## config.mk

```make
export PLATFORM = sky130hd
export DESIGN_NAME = pwr_save_seq
export DESIGN_NICKNAME = d
export VERILOG_FILES = /design/src/rtl/pss_pkg.sv /design/src/rtl/pss_sync.sv /design/src/rtl/pss_hs_timer.sv /design/src/rtl/pss_fsm.sv /design/src/rtl/pwr_save_seq.sv
export SDC_FILE = /design/constraint.sdc
export NUM_CORES = 1
export LEC_CHECK = 0
export BUFFER_PORTS_ARGS = -buffer_cell sky130_fd_sc_hd__buf_2
export CAP_MARGIN = 25
export CORE_MARGIN = 2
export CORE_UTILIZATION = 60
export CTS_CLUSTER_SIZE = 40
export DETAILED_ROUTE_END_ITERATION = 12
export PLACE_DENSITY_LB_ADDON = 0.25
export SLEW_MARGIN = 15
export SYNTH_ARGS = -nofsm -noshare
export SYNTH_HDL_FRONTEND = slang
export SYNTH_SLANG_ARGS = --single-unit
```

## constraint.sdc

```tcl
create_clock -name clk_i -period 2.8 [get_ports clk_i]
set_input_delay 0 -clock clk_i [delete_from_list [all_inputs] [get_ports clk_i]]
set_output_delay 0 -clock clk_i [all_outputs]
set_load 0.01 [all_outputs]
```

## src/rtl/pss_pkg.sv

```systemverilog
package pss_pkg;
  typedef enum logic [2:0] {
    ST_INIT  = 3'd0,
    ST_HS    = 3'd1,
    ST_NORM  = 3'd2,
    ST_RSV   = 3'd3,
    ST_SLEEP = 3'd4
  } pss_state_e;
endpackage

```

## src/rtl/pss_sync.sv

```systemverilog
module pss_sync #(
  parameter int W = 6
) (
  input  logic         clk_i,
  input  logic         rst_ni,
  input  logic [W-1:0] d_i,
  output logic [W-1:0] q_o
);
  for (genvar g = 0; g < W; g++) begin : g_bit
    logic s1_q, s2_q;
    always_ff @(posedge clk_i or negedge rst_ni) begin
      if (!rst_ni) begin
        s1_q <= 1'b0;
        s2_q <= 1'b0;
      end else begin
        s1_q <= d_i[g];
        s2_q <= s1_q;
      end
    end
    assign q_o[g] = s2_q;
  end
endmodule

```

## src/rtl/pss_hs_timer.sv

```systemverilog
module pss_hs_timer #(
  parameter int HS_TIMEOUT = 1024
) (
  input  logic clk_i,
  input  logic rst_ni,
  input  logic in_hs_i,
  output logic err_o
);
  localparam int CW = $clog2(HS_TIMEOUT + 1);
  localparam logic [CW-1:0] LIMIT = CW'(HS_TIMEOUT);

  logic [CW-1:0] cnt_q;

  always_ff @(posedge clk_i or negedge rst_ni) begin
    if (!rst_ni)              cnt_q <= '0;
    else if (!in_hs_i)        cnt_q <= '0;
    else if (cnt_q != LIMIT)  cnt_q <= cnt_q + 1'b1;
  end

  assign err_o = in_hs_i && (cnt_q == LIMIT);

  assert_err_hold_R10: assert property (@(posedge clk_i) disable iff (!rst_ni)
    (err_o && in_hs_i) |=> (err_o || !in_hs_i));
endmodule

```

## src/rtl/pss_fsm.sv

```systemverilog
module pss_fsm
  import pss_pkg::*;
(
  input  logic       clk_i,
  input  logic       rst_ni,
  input  logic       ack_i,
  input  logic       nack_i,
  input  logic       idle_ni,
  input  logic       auto_i,
  input  logic       wake_i,
  input  logic       key_pulse_i,
  output logic       in_hs_o,
  output logic       rail_en_o,
  output logic       port_dis_o,
  output logic       led_no
);
  pss_state_e st_q, st_d;

  always_comb begin
    st_d = st_q;
    unique case (st_q)
      ST_INIT:  st_d = ST_HS;
      ST_HS:    if (ack_i && nack_i) st_d = ST_NORM;
      ST_NORM: begin
        if (key_pulse_i)            st_d = ST_SLEEP;
        else if (auto_i && !idle_ni) st_d = ST_RSV;
      end
      ST_RSV: begin
        if (key_pulse_i || ack_i)   st_d = ST_SLEEP;
        else if (idle_ni || !auto_i) st_d = ST_NORM;
      end
      ST_SLEEP: if (key_pulse_i || wake_i) st_d = ST_HS;
      default:  st_d = ST_INIT;
    endcase
  end

  always_ff @(posedge clk_i or negedge rst_ni) begin
    if (!rst_ni) st_q <= ST_INIT;
    else         st_q <= st_d;
  end

  assign in_hs_o    = (st_q == ST_HS);
  assign rail_en_o  = (st_q == ST_HS) || (st_q == ST_NORM) || (st_q == ST_RSV);
  assign port_dis_o = !((st_q == ST_NORM) || (st_q == ST_RSV));
  assign led_no     = !((st_q == ST_RSV) || (st_q == ST_SLEEP));

  assert_port_en_needs_acks_R2: assert property (@(posedge clk_i) disable iff (!rst_ni)
    ($fell(port_dis_o) && !$past(led_no == 1'b0)) |-> $past(ack_i && nack_i));
  assert_rail_drop_cause_R5: assert property (@(posedge clk_i) disable iff (!rst_ni)
    $fell(rail_en_o) |-> ($past(key_pulse_i) || $past(ack_i && st_q == ST_RSV)));
  assert_led_on_cause_R3: assert property (@(posedge clk_i) disable iff (!rst_ni)
    $fell(led_no) |-> ($past(key_pulse_i) || $past(auto_i && !idle_ni)));
  assert_wake_port_held_R9: assert property (@(posedge clk_i) disable iff (!rst_ni)
    ($rose(rail_en_o) && $past(st_q == ST_SLEEP)) |-> port_dis_o);
endmodule

```

## src/rtl/pwr_save_seq.sv

```systemverilog
module pwr_save_seq #(
  parameter int HS_TIMEOUT = 1024
) (
  input  logic clk_i,
  input  logic rst_ni,
  input  logic ack_i,
  input  logic nack_i,
  input  logic idle_ni,
  input  logic key_i,
  input  logic wake_i,
  input  logic auto_i,
  output logic rail_en_o,
  output logic port_dis_o,
  output logic led_no,
  output logic hs_err_o
);
  localparam int NIN = 6;
  localparam int I_ACK = 0, I_NACK = 1, I_IDLE = 2, I_KEY = 3, I_WAKE = 4, I_AUTO = 5;

  logic [NIN-1:0] raw, syn;
  logic key_d_q, key_pulse, in_hs;

  assign raw = {auto_i, wake_i, key_i, idle_ni, nack_i, ack_i};

  pss_sync #(.W(NIN)) u_sync (
    .clk_i (clk_i), .rst_ni (rst_ni), .d_i (raw), .q_o (syn)
  );

  always_ff @(posedge clk_i or negedge rst_ni) begin
    if (!rst_ni) key_d_q <= 1'b0;
    else         key_d_q <= syn[I_KEY];
  end
  assign key_pulse = syn[I_KEY] && !key_d_q;

  pss_fsm u_fsm (
    .clk_i       (clk_i),
    .rst_ni      (rst_ni),
    .ack_i       (syn[I_ACK]),
    .nack_i      (syn[I_NACK]),
    .idle_ni     (syn[I_IDLE]),
    .auto_i      (syn[I_AUTO]),
    .wake_i      (syn[I_WAKE]),
    .key_pulse_i (key_pulse),
    .in_hs_o     (in_hs),
    .rail_en_o   (rail_en_o),
    .port_dis_o  (port_dis_o),
    .led_no      (led_no)
  );

  pss_hs_timer #(.HS_TIMEOUT(HS_TIMEOUT)) u_tmr (
    .clk_i (clk_i), .rst_ni (rst_ni), .in_hs_i (in_hs), .err_o (hs_err_o)
  );

  assert_key_single_R8: assert property (@(posedge clk_i) disable iff (!rst_ni)
    key_pulse |=> !key_pulse);
  assert_err_in_wait_R10: assert property (@(posedge clk_i) disable iff (!rst_ni)
    hs_err_o |-> (rail_en_o && port_dis_o));
endmodule

```

* After elaboration in Yosys (flattened, before gate mapping)
Cells that the tools add are included.
Word-level totals: flip-flop bits (word level) 27, input bits 8, output and inout port bits 4
Operators by class: $add $sub $neg 1, muxes and demuxes 9, equality and inequality tests 11, reduce and logical (&&, ||, !) cells 18
Operator list (number):
- $mux 11 | 2
- $mux 3 | 6
- $pmux 3 s5 | 1
- $add 11x1->11 const B | 1
- $eq 11x11->1 const B | 1
- $ne 11x11->1 const B | 1
- $logic_or 1x1->1 | 7
- $eq 3x2->1 const B | 2
- $ne 3x1->1 const B | 2
- $logic_not 1->1 | 5
- $logic_and 1x1->1 | 4
- $ne 2x1->1 const B | 2
- $reduce_and 4->1 | 1
- $eq 3x1->1 const B | 1
- $eq 3x3->1 const B | 1
- $logic_not 3->1 | 1
- $ne 2x2->1 const B | 1

* Logic depth before layout (Yosys ltp)
Gate-level depths: netlist of the first run.
depth in word-level cells 5, mapped depth 6

* By module
Synthesis of the first run repeated with hierarchy kept, for this count alone.
Unflattened totals: cell total of the unflattened synthesis 104, area, all modules 1168.6 um^2
Modules (own cells, without submodules):
- pss_hs_timer | area an instance 586.8 um^2, instances 1, cells each 61, seq. area each 275.3 um^2
- pss_sync | area an instance 345.3 um^2, instances 1, cells each 18, seq. area each 300.3 um^2
- pss_fsm | area an instance 197.7 um^2, instances 1, cells each 23, seq. area each 75.1 um^2
- pwr_save_seq | area an instance 38.8 um^2, instances 1, cells each 2, seq. area each 25.0 um^2

* Worst setup path before layout of the first run
OpenSTA, ideal clock, no wires.
kind flip-flop to flip-flop, start register u_tmr.cnt_q[0], end register u_tmr.cnt_q[1], stages on the path, launching flop included 7, path slack 1.496 ns, buffers on the path 0, required time 2.678 ns, arrival time 1.182 ns, setup time 0.122 ns, cell sequence dfrtp_1 > inv_1 > ha_1 > nor4b_2 > nand4_2 > mux2i_1 > nor2_1
Between the ends: longest elaborated chain between the ends 3
Ends and longest elaborated chain:
- start, declared | RTL line pss_hs_timer.sv:12 | logic [CW-1:0] cnt_q;
- start signal, assigned | RTL line pss_hs_timer.sv:17 | else if (cnt_q != LIMIT) cnt_q <= cnt_q + 1'b1;
- $add 11x1->11 | RTL line pss_hs_timer.sv:17
- $mux 11 | RTL line pss_hs_timer.sv:17
- $mux 11 | RTL line pss_hs_timer.sv:16 | else if (!in_hs_i) cnt_q <= '0;
Parallel ways exist; a longest one is shown, timed or not. The select of a mux whose other input is x is not followed. A chain may end at the register's enable or synchronous reset.

* Worst setup path after layout of the first run
start register u_tmr.cnt_q[0], end output hs_err_o
Between the ends: longest elaborated chain between the ends 2
Ends and longest elaborated chain:
- $eq 11x11->1 | RTL line pss_hs_timer.sv:20 | assign err_o = in_hs_i && (cnt_q == LIMIT);
- $logic_and 1x1->1 | RTL line pss_hs_timer.sv:20
- end, declared | RTL line pwr_save_seq.sv:15 | output logic hs_err_o
Every way passes these cells.

==> results.cfg, run 1 <==
[detailed_routing]
drt_wl_total_um = 1940
drc = 0
post_drt_wl_per_cell_um = 13.2
firstDrtPassIters = 4
drt_iter0_markers = 12
routed_via_density = 5.43
vias = 798
ant_nets = 0

[clocking]
cts.path.max_buffers = 2
numCtsBuffers = 3
cts_root_buf = clkbuf_4
cts.sinks = 27
post_cts_resized = 0
tritoncts = yes
clk_pin_slew_ns = 0.14
htree_levels = 1
insertion_delay_ns = 0.32

[pwr]
power_density_nw_per_um2 = 688
irDropWorstVdd_mv = 0.453
p_leak_uw = 0.000591

[finish]
layout-drive-gt1-share_pct = 18.9
post-route-util_pct = 74.7
diodes = 0
nets = 133
fill_cells = 136
final_area_sq_um = 1320
layoutNonFillerInstCount = 147
area_growth_pct = 15.0

[logic_synthesis]
syn-num-nets = 113
yosys_warnings = 0
synth_area_per_cell_sq_um = 11.1
synthDominantCellAreaShare_pct = 59.0
synth_top_area_cell = dfrtp_1
ys_seq_area_share_pct = 59.0
synth_edf_count = 0
netlist_area_sq_um = 1150
synthArstFlopShare_pct = 100
ys_types = 30
synth_ff_type = dfrtp_1
syn-instance-count = 103
ys_ff_latch = 27
synth.top_cells.by_area = dfrtp_1 59%, nor2_1 5.2%, a21oi_1 3.5%

[setup_path]
slowest_stage = dfrtp_1
end_kind = primary output
crit_path_start = u_tmr.cnt_q[0]
startpoint_type = register
reg2reg_setup_slack_ns = 1.22
critPathMaxStageDelay_ns = 0.46
rr_startpoint = u_tmr.cnt_q[0]
worstPathCellList = inv_1 -> ha_1 -> nor4b_2 -> nand4_2 -> nor2_1 -> buf_2
cp.required_ns = 2.80
worstSetupPathType = reg -> out
cp.arrival_ns = 1.80
critPathMaxFanout = 5

[global_route]
track_usage_pct = 22.1
grt_pass1_vias = 738
grt_pass1_wl_um = 3280
grt_antenna_before_repair = 0
grt_overflow = 0
grt_max_degree = 28

[timing]
drv_slew = 0
fmax_mhz = 555
fin_skew_ns = 0.00182
setup-tns-final_ns = 0
rsz0062_at_grt = false
setup_viol = 0
slew-limit-headroom_pct = 62.3
final.min_clock_period_ns = 1.80
worstMarginPinSlew_ns = 0.566
finalHoldViolCount = 0
min_period_over_period_pct = 64.3

[floorplan]
core-area_sq_um = 1760
initial_core_util_pct = 65.0
die_h_um = 47.7
io_pins = 12
dieArea_sq_um = 2280
rows = 15
die_x_um = 47.7

[placement]
routabilityCongestion = 0.842
dp.cells = 136
numPortBuffers = 11
dpl_cell_area_sq_um = 1220
dp_hpwl_um = 1330

[status]
status = finished clean

[flow_run]
maxCapViolations = 0

[min_path]
hold_path.class = in -> async
-- flip-flops by register name, indices dropped and copies added (netlist names) --
signal,count
key_d_q,1
u_sync.g_bit.s2_q,6
u_sync.g_bit.s1_q,6
u_tmr.cnt_q,11
u_fsm.st_q,3
-- cells in the mapped netlist (2+ instances only) --
master	n
nand3_1	3
ha_1	2
dfrtp_1	27
xor2_1	4
buf_2	3
nand2b_1	2
nand2_1	5
xnor2_1	3
nor2_1	16
inv_1	5
or3_1	2
nor4_2	2
o21ai_0	4
a21oi_1	8
nand4_1	2
-- final timing paths --
check                      cells after the start                    to
max in group asynchronous                      2        u_tmr.cnt_q[8]
setup / recovery                               6              hs_err_o
hold / removal                                 2         u_fsm.st_q[1]
hold reg to reg                                0  u_sync.g_bit[2].s2_q
setup reg to reg                               6        u_tmr.cnt_q[0]
min in group clk_i                             2  u_sync.g_bit[4].s1_q
-- cell families (layout without fill, tap and decap cells) --
group,Yosys count,after routing,share of synthesized area (%)
flip-flops,27,27,59.0
multiplexers,1,1,0.873
AND/OR/NAND/NOR,43,43,22.4
buffers and inverters,8,27,2.95
adder cells (fa/ha/maj),2,2,2.18
AO/OA/AOI/OAI,15,15,7.32
XOR/XNOR,7,7,5.35
-- placed cells by master, fill, tap and decap left out, drive strengths merged --
master / Yosys / routed
nor4b: 1 / 1
nor2: 17 / 17
dlygate4sd3: 0 / 7
ha: 2 / 2
clkbuf: 0 / 3
nor4: 2 / 2
or2b: 1 / 1
dfrtp: 27 / 27
a31oi: 1 / 1
clkinvlp: 0 / 1
and4: 1 / 1
a21oi: 8 / 8
inv: 5 / 5
nor2b: 1 / 1
and3: 1 / 1
nand4: 3 / 3
xor2: 4 / 4
nand2b: 2 / 2
a21o: 1 / 1
o21ai: 4 / 4
nand4b: 1 / 1
xnor2: 3 / 3
buf: 3 / 11
mux2i: 1 / 1
nand3b: 1 / 1
nand2: 5 / 5
nand3: 4 / 4
a21bo: 1 / 1
or3: 2 / 2
nor4bb: 1 / 1
-- metrics by stage --
stage | setup slack (ns) | hold WS [ns] | total power, uW
final | 0.998 | 0.186 | 906
after global routing | 0.889 | 0.239 | 980
after detailed placement | 1.26 | 0.0267 | 740
after global placement | 1.32 | 0.0205 | 730
after floorplan | 1.50 | -0.296 | 677
after CTS | 1.00 | 0.197 | 917
-- worst max-delay path, delay by kind of cell, from the launching register on --
| family | cells | cell delay [ns] |
|---|---|---|
| DFF | 1 | 0.46 |
| adders and majority gates | 1 | 0.16 |
| buffers and inverters | 2 | 0.23 |
| and+or+nand+nor | 3 | 0.64 |
-- cell type report --
class                   instances  area [sq um]  area share (%)
clock inverters                 1          7.51           0.570
inverters                       5          18.8            1.42
repair buffers                 18           125            9.50
clock buffers                   3          22.5            1.71
well taps                      25          31.3            2.37
flip-flops and latches         27           676            51.3
multi-input cells              68           437            33.1
-- metal layers --
| metal | share of wire [%] | track usage, % |
|---|---|---|
| met5 | 0 | 0 |
| met2 | 49 | 33.9 |
| met1 | 44 | 30.2 |
| met3 | 5.6 | 5.28 |
| met4 | 1.9 | 9.73 |
-- timing repair --
item	in CTS	in global routing
setup buffers	0	0
endpoints found under the hold margin	33	0
hold buffers	7	0
-- where the power goes --
group / internal, uW / switching (uW)
Sequential: 432 / 56.9
Clock: 54.6 / 114
Combinational: 107 / 141
(Power assumes the default switching activity.)
==> run 2, diff against run 1 <==
ABC_AREA = 1   (was unset)
CORE_UTILIZATION = 56   (was 60)
clock period = 1.88 ns   (was 2.8 ns; I/O delays follow)
==> results.cfg, run 2 <==
[detailed_routing]
post_drt_wl_per_cell_um = 11.0
firstDrtPassIters = 4
routed_via_density = 5.09
drc = 0
drt_wl_total_um = 2220
ant_nets = 0
drt_iter0_markers = 30
vias = 1024

[setup_path]
cp.required_ns = 1.88
startpoint_type = register
critPathMaxFanout = 7
reg2reg_setup_slack_ns = 0.59
end_kind = primary output
r2r_cells = 7
worstSetupPathType = reg -> out
cp.arrival_ns = 1.60

[clocking]
numCtsBuffers = 3
insertion_delay_ns = 0.33
clk_pin_slew_ns = 0.15
htree_levels = 1
cts_root_buf = clkbuf_4
tritoncts = yes
cts.sinks = 27
postCtsSetupRepairBufs = 0
cts.path.max_buffers = 2

[logic_synthesis]
muxShareOfSynthArea_pct = 0
synth_top_area_cell = dfrtp_1
synthArstFlopShare_pct = 100
synth_area_per_cell_sq_um = 8.25
synthDominantCellAreaShare_pct = 54.2
yosys_warnings = 0
synth_top_family_by_area = simple AND/OR/NAND/NOR gates
ys_ff_latch = 27
synthAdderAreaFrac_pct = 2.01
synth-xor-area-share_pct = 0.703
synth.top_cells.by_area = dfrtp_1 54%, nand2_1 8.1%, nor2_1 8.1%
ys_types = 19
synthSimpleGateAreaFrac_pct = 30.9
syn-num-nets = 161
synth_ff_type = dfrtp_1
syn-instance-count = 151
synth_commonest_cells = 27 x dfrtp_1, 27 x nand2_1, 27 x nor2_1
synth_edf_count = 0
synth_compound_area_share_pct = 4.32
netlist_area_sq_um = 1250
ys_seq_area_share_pct = 54.2

[finish]
area.sequential_sq_um = 676
fill_cells = 175
layout-drive-gt1-share_pct = 13.3
nets = 184
area_growth_pct = 15.4
diodes = 0
mostFrequentLayoutCells = 27 x nor2_1, 27 x nand2_1, 27 x dfrtp_1
largest_registers = u_tmr.cnt_q: 11 flops, u_sync.g_bit.s1_q: 6 flops, u_sync.g_bit.s2_q: 6 flops
layoutNonFillerInstCount = 201
largest_register_ff_count = 11
post-route-util_pct = 66.9
multi_input_area_sq_um = 473
top_register = u_tmr.cnt_q

[global_route]
grt_max_degree = 28
grt_overflow = 0
grt_pass1_vias = 878
grt_pass1_wl_um = 3730
grt_antenna_before_repair = 0
track_usage_pct = 19.5

[timing]
setup-tns-final_ns = 0
fmax_mhz = 626
rsz0062_at_grt = false
fin_skew_ns = 0.00449
worstMarginPinSlew_ns = 0.582
final.min_clock_period_ns = 1.60
finalHoldViolCount = 0
setup_ws_ns = 0.283
setup_viol = 0
drv_slew = 0
min_period_over_period_pct = 84.9
slew-limit-headroom_pct = 61.2

[floorplan]
io_pins = 12
dieArea_sq_um = 2620
rows = 17
core-area_sq_um = 2150
die_x_um = 51.2
die_h_um = 51.2
initial_core_util_pct = 58.0

[min_path]
hold_path.class = in -> async

[status]
status = finished clean

[placement]
dp_hpwl_um = 1560
dp_slack_ns = 0.601
dp.cells = 190
routabilityCongestion = 0.839
numPortBuffers = 11

[pwr]
irDropWorstVdd_mv = 0.667
power_density_nw_per_um2 = 1020
p_leak_uw = 0.000715

[flow_run]
maxCapViolations = 0
==> run 2: path summary, 6_finish.rpt <==
kind | start | endpoint
max | u_fsm.st_q[2] | hs_err_o
min | rst_ni | u_fsm.st_q[2]
max reg2reg | u_tmr.cnt_q[1] | u_tmr.cnt_q[8]
min reg2reg | u_sync.g_bit[0].s1_q | u_sync.g_bit[0].s2_q
max in group asynchronous | rst_ni | u_sync.g_bit[0].s2_q
min in group clk_i | key_i | u_sync.g_bit[3].s1_q
==> run 2: report_power, final <==
part / switching, uW / total (uW) / internal, uW
combinational: 313 / 495 / 182
clock: 179 / 266 / 86.9
sequential: 67.0 / 710 / 643
==> run 2: layout make-up <==
class / instances / share of cell area [%]
tap: 28 / 2.44
clock buffer: 3 / 1.57
timing repair buffer: 18 / 8.70
multi-input combinational: 98 / 32.9
sequential: 27 / 47.0
inverter: 26 / 6.79
clock inverter: 1 / 0.609
==> run 2: cell families after synthesis <==
group                      count (synthesis)
and+or+nand+nor                           85
buffers and inverters                     26
DFF                                       27
adders and majority gates                  2
xor gates and xnor gates                   1
AOI/OAI and AO/OA                         10
==> run 2: stage by stage <==
stage / power (uW) / cell area (sq um) / hold slack (ns)
floorplan: 1060 / 1250 / -0.296
global placement: 1180 / 1340 / 0.0271
detailed placement: 1200 / 1340 / 0.0350
CTS: 1480 / 1440 / 0.189
global route: 1570 / 1440 / 0.229
finish: 1470 / 1440 / 0.176
==> run 2: repair_timing <==
item                      in CTS  in global routing
hold endpoints to repair      33                  0
resized for setup              0                  0
hold buffers                   7                  0
==> run 2: routing by layer <==
metal	share of wire (%)	routed length, um	global-route usage (%)
met2	47	1050	31.2
met3	4.9	109	4.68
met4	1.2	26	5.86
met5	0	0	0
met1	46	1030	26.5
==> run 2: critical path, cell delays in order, from the launching register on <==
cell and delay (ns):
dfrtp_1 0.47, inv_1 0.12, nand3_2 0.18, nor4_1 0.32
buf_2 0.18
==> run 3, diff against run 2 <==
ABC_AREA = 0   (was 1)
CORE_UTILIZATION = 50   (was 56)
clock period = 1.3 ns   (was 1.88 ns; I/O delays follow)
==> results.cfg, run 3 (synthesized netlist as in run 1, its figures left out) <==
[placement]
dpl_cell_area_sq_um = 1280
dp_slack_ns = -0.0719
routabilityCongestion = 0.862
dp_hpwl_um = 1350
numPortBuffers = 11

[setup_path]
reg2reg_setup_slack_ns = -0.08
worstPathCellList = inv_1 -> ha_1 -> nor4b_4 -> nand4_2 -> nor2_1 -> buf_2
crit_path_start = u_tmr.cnt_q[0]
r2r_cells = 6
cp_top_family = simple AND/OR/NAND/NOR gates
endpoint = hs_err_o
rr_startpoint = u_tmr.cnt_q[1]
worstSetupPathType = reg -> out
cp.arrival_ns = 1.46
critical_path_depth = 6
end_kind = primary output
critPathMaxFanout = 2
startpoint_type = register
cp.required_ns = 1.30
reg2reg_to = u_tmr.cnt_q[2]
critPathMaxStageDelay_ns = 0.41
slowest_stage = dfrtp_1
path_buf_inv = 2

[floorplan]
die_h_um = 51.9
io_pins = 12
initial_core_util_pct = 52.3
die_x_um = 51.9
rows = 17
core-area_sq_um = 2190
dieArea_sq_um = 2690

[finish]
largest_register_ff_count = 11
post-route-util_pct = 69.7
final_common_cell = dfrtp_1
fill_cells = 154
diodes = 0
mostFrequentLayoutCells = 24 x dfrtp_1, 16 x buf_4, 14 x nor2_1
nets = 150
multi_input_area_sq_um = 507
area.sequential_sq_um = 679
layout-drive-gt1-share_pct = 37.4
final_area_sq_um = 1530
area_growth_pct = 33.3
top_register = u_tmr.cnt_q
largest_registers = u_tmr.cnt_q: 11 flops, u_sync.g_bit.s1_q: 6 flops, u_sync.g_bit.s2_q: 6 flops

[clocking]
cts_root_buf = clkbuf_4
cts.sinks = 27
tritoncts = yes
cts.path.max_buffers = 2
htree_levels = 1
insertion_delay_ns = 0.32
numCtsBuffers = 3
clk_pin_slew_ns = 0.15

[detailed_routing]
post_drt_wl_per_cell_um = 12.4
drt_wl_total_um = 2070
drt_iter0_markers = 11
firstDrtPassIters = 4
drc = 0
vias = 834
ant_nets = 0
routed_via_density = 4.99

[timing]
min_period_over_period_pct = 113
fmax_mhz = 683
fin_skew_ns = 0.00288
setup_ws_ns = -0.164
final.min_clock_period_ns = 1.46
drv_slew = 0
worstMarginPinSlew_ns = 0.563
fin_hold_ws_ns = 0.177
setup_viol = 11
finalHoldViolCount = 0
slew-limit-headroom_pct = 62.5
rsz0062_at_grt = true

[pwr]
power_density_nw_per_um2 = 1500
irDropWorstVdd_mv = 0.900
p_leak_uw = 0.000703

[global_route]
grt_max_degree = 28
grt_pass1_vias = 807
grt_overflow = 0
grt_antenna_before_repair = 0
track_usage_pct = 17.4
grt_pass1_wl_um = 3460

[status]
failed_checks = setup timing
status = complete, but fails checks

[min_path]
hold_path.class = in -> async

[flow_run]
maxCapViolations = 0
run 3: cell count changes in the layout (fill, tap and decap cells not counted), sizes merged, moves of 11 or more:
cell	previous run	this run
nand3	15	4
inv	27	6
nand2	28	5
buf	11	28
nor2	31	17
run 3: timing repair:
| action | in CTS | in global routing |
|---|---|---|
| gates cloned | 0 | 0 |
| pin swaps | 6 | 8 |
| gates resized for setup | 6 | 15 |
| setup buffers | 4 | 6 |
| endpoints found under the setup margin | 10 | 14 |
| endpoints found under the hold margin | 33 | 0 |
| hold buffers | 7 | 0 |
run 3: power by group:
| part | switching (uW) | internal [uW] |
|---|---|---|
| combinational | 428 | 440 |
| sequential | 109 | 939 |
| clock | 256 | 125 |
| total | 794 | 1500 |
run 3: stage by stage:
step	std cells	power, uW	TNS [ns]
3_5_place_dp	147	1700	-0.177
5_1_grt	167	2440	-1.58
2_1_floorplan	103	1460	0
6_report	167	2300	-0.697
3_3_place_gp	147	1680	-0.00277
4_1_cts	162	2190	-0.612
run 3: layout make-up:
cell class,instances,share of cell area [%]
Clock inverter,1,0.573
Tap cell,28,2.29
Timing Repair Buffer,35,16.8
Sequential cell,27,44.5
Inverter,5,1.23
Multi-Input combinational cell,68,33.2
Clock buffer,3,1.47
run 3: metal layers:
| layer | global-route usage (%) | wire length [um] | vias to the layer above |
|---|---|---|---|
| met2 | 28.5 | 956 | 13 |
| met5 | 0 | 0 | - |
| met3 | 2.59 | 77 | 2 |
| met4 | 6.58 | 17 | 0 |
| met1 | 23.3 | 1020 | 396 |
| li1 | - | - | 423 |
run 3: worst register-to-register path: cells and delay by family, from the launching register on:
family                   cells  cell delay, ns
adder cells (fa/ha/maj)      1            0.17
buffers and inverters        3            0.39
AND/OR/NAND/NOR              1            0.23
AO/OA/AOI/OAI                1            0.13
flip-flops                   1            0.41
run 3: worst min-delay path by stage:
stage / start / endpoint / cells after the start
final: rst_ni / u_fsm.st_q[2] / 2
after global routing: rst_ni / u_sync.g_bit[4].s2_q / 2
after CTS: rst_ni / u_fsm.st_q[2] / 2
after detailed placement: rst_ni / u_fsm.st_q[2] / 1
after global placement: rst_ni / u_fsm.st_q[2] / 1
after floorplan: rst_ni / key_d_q / 0
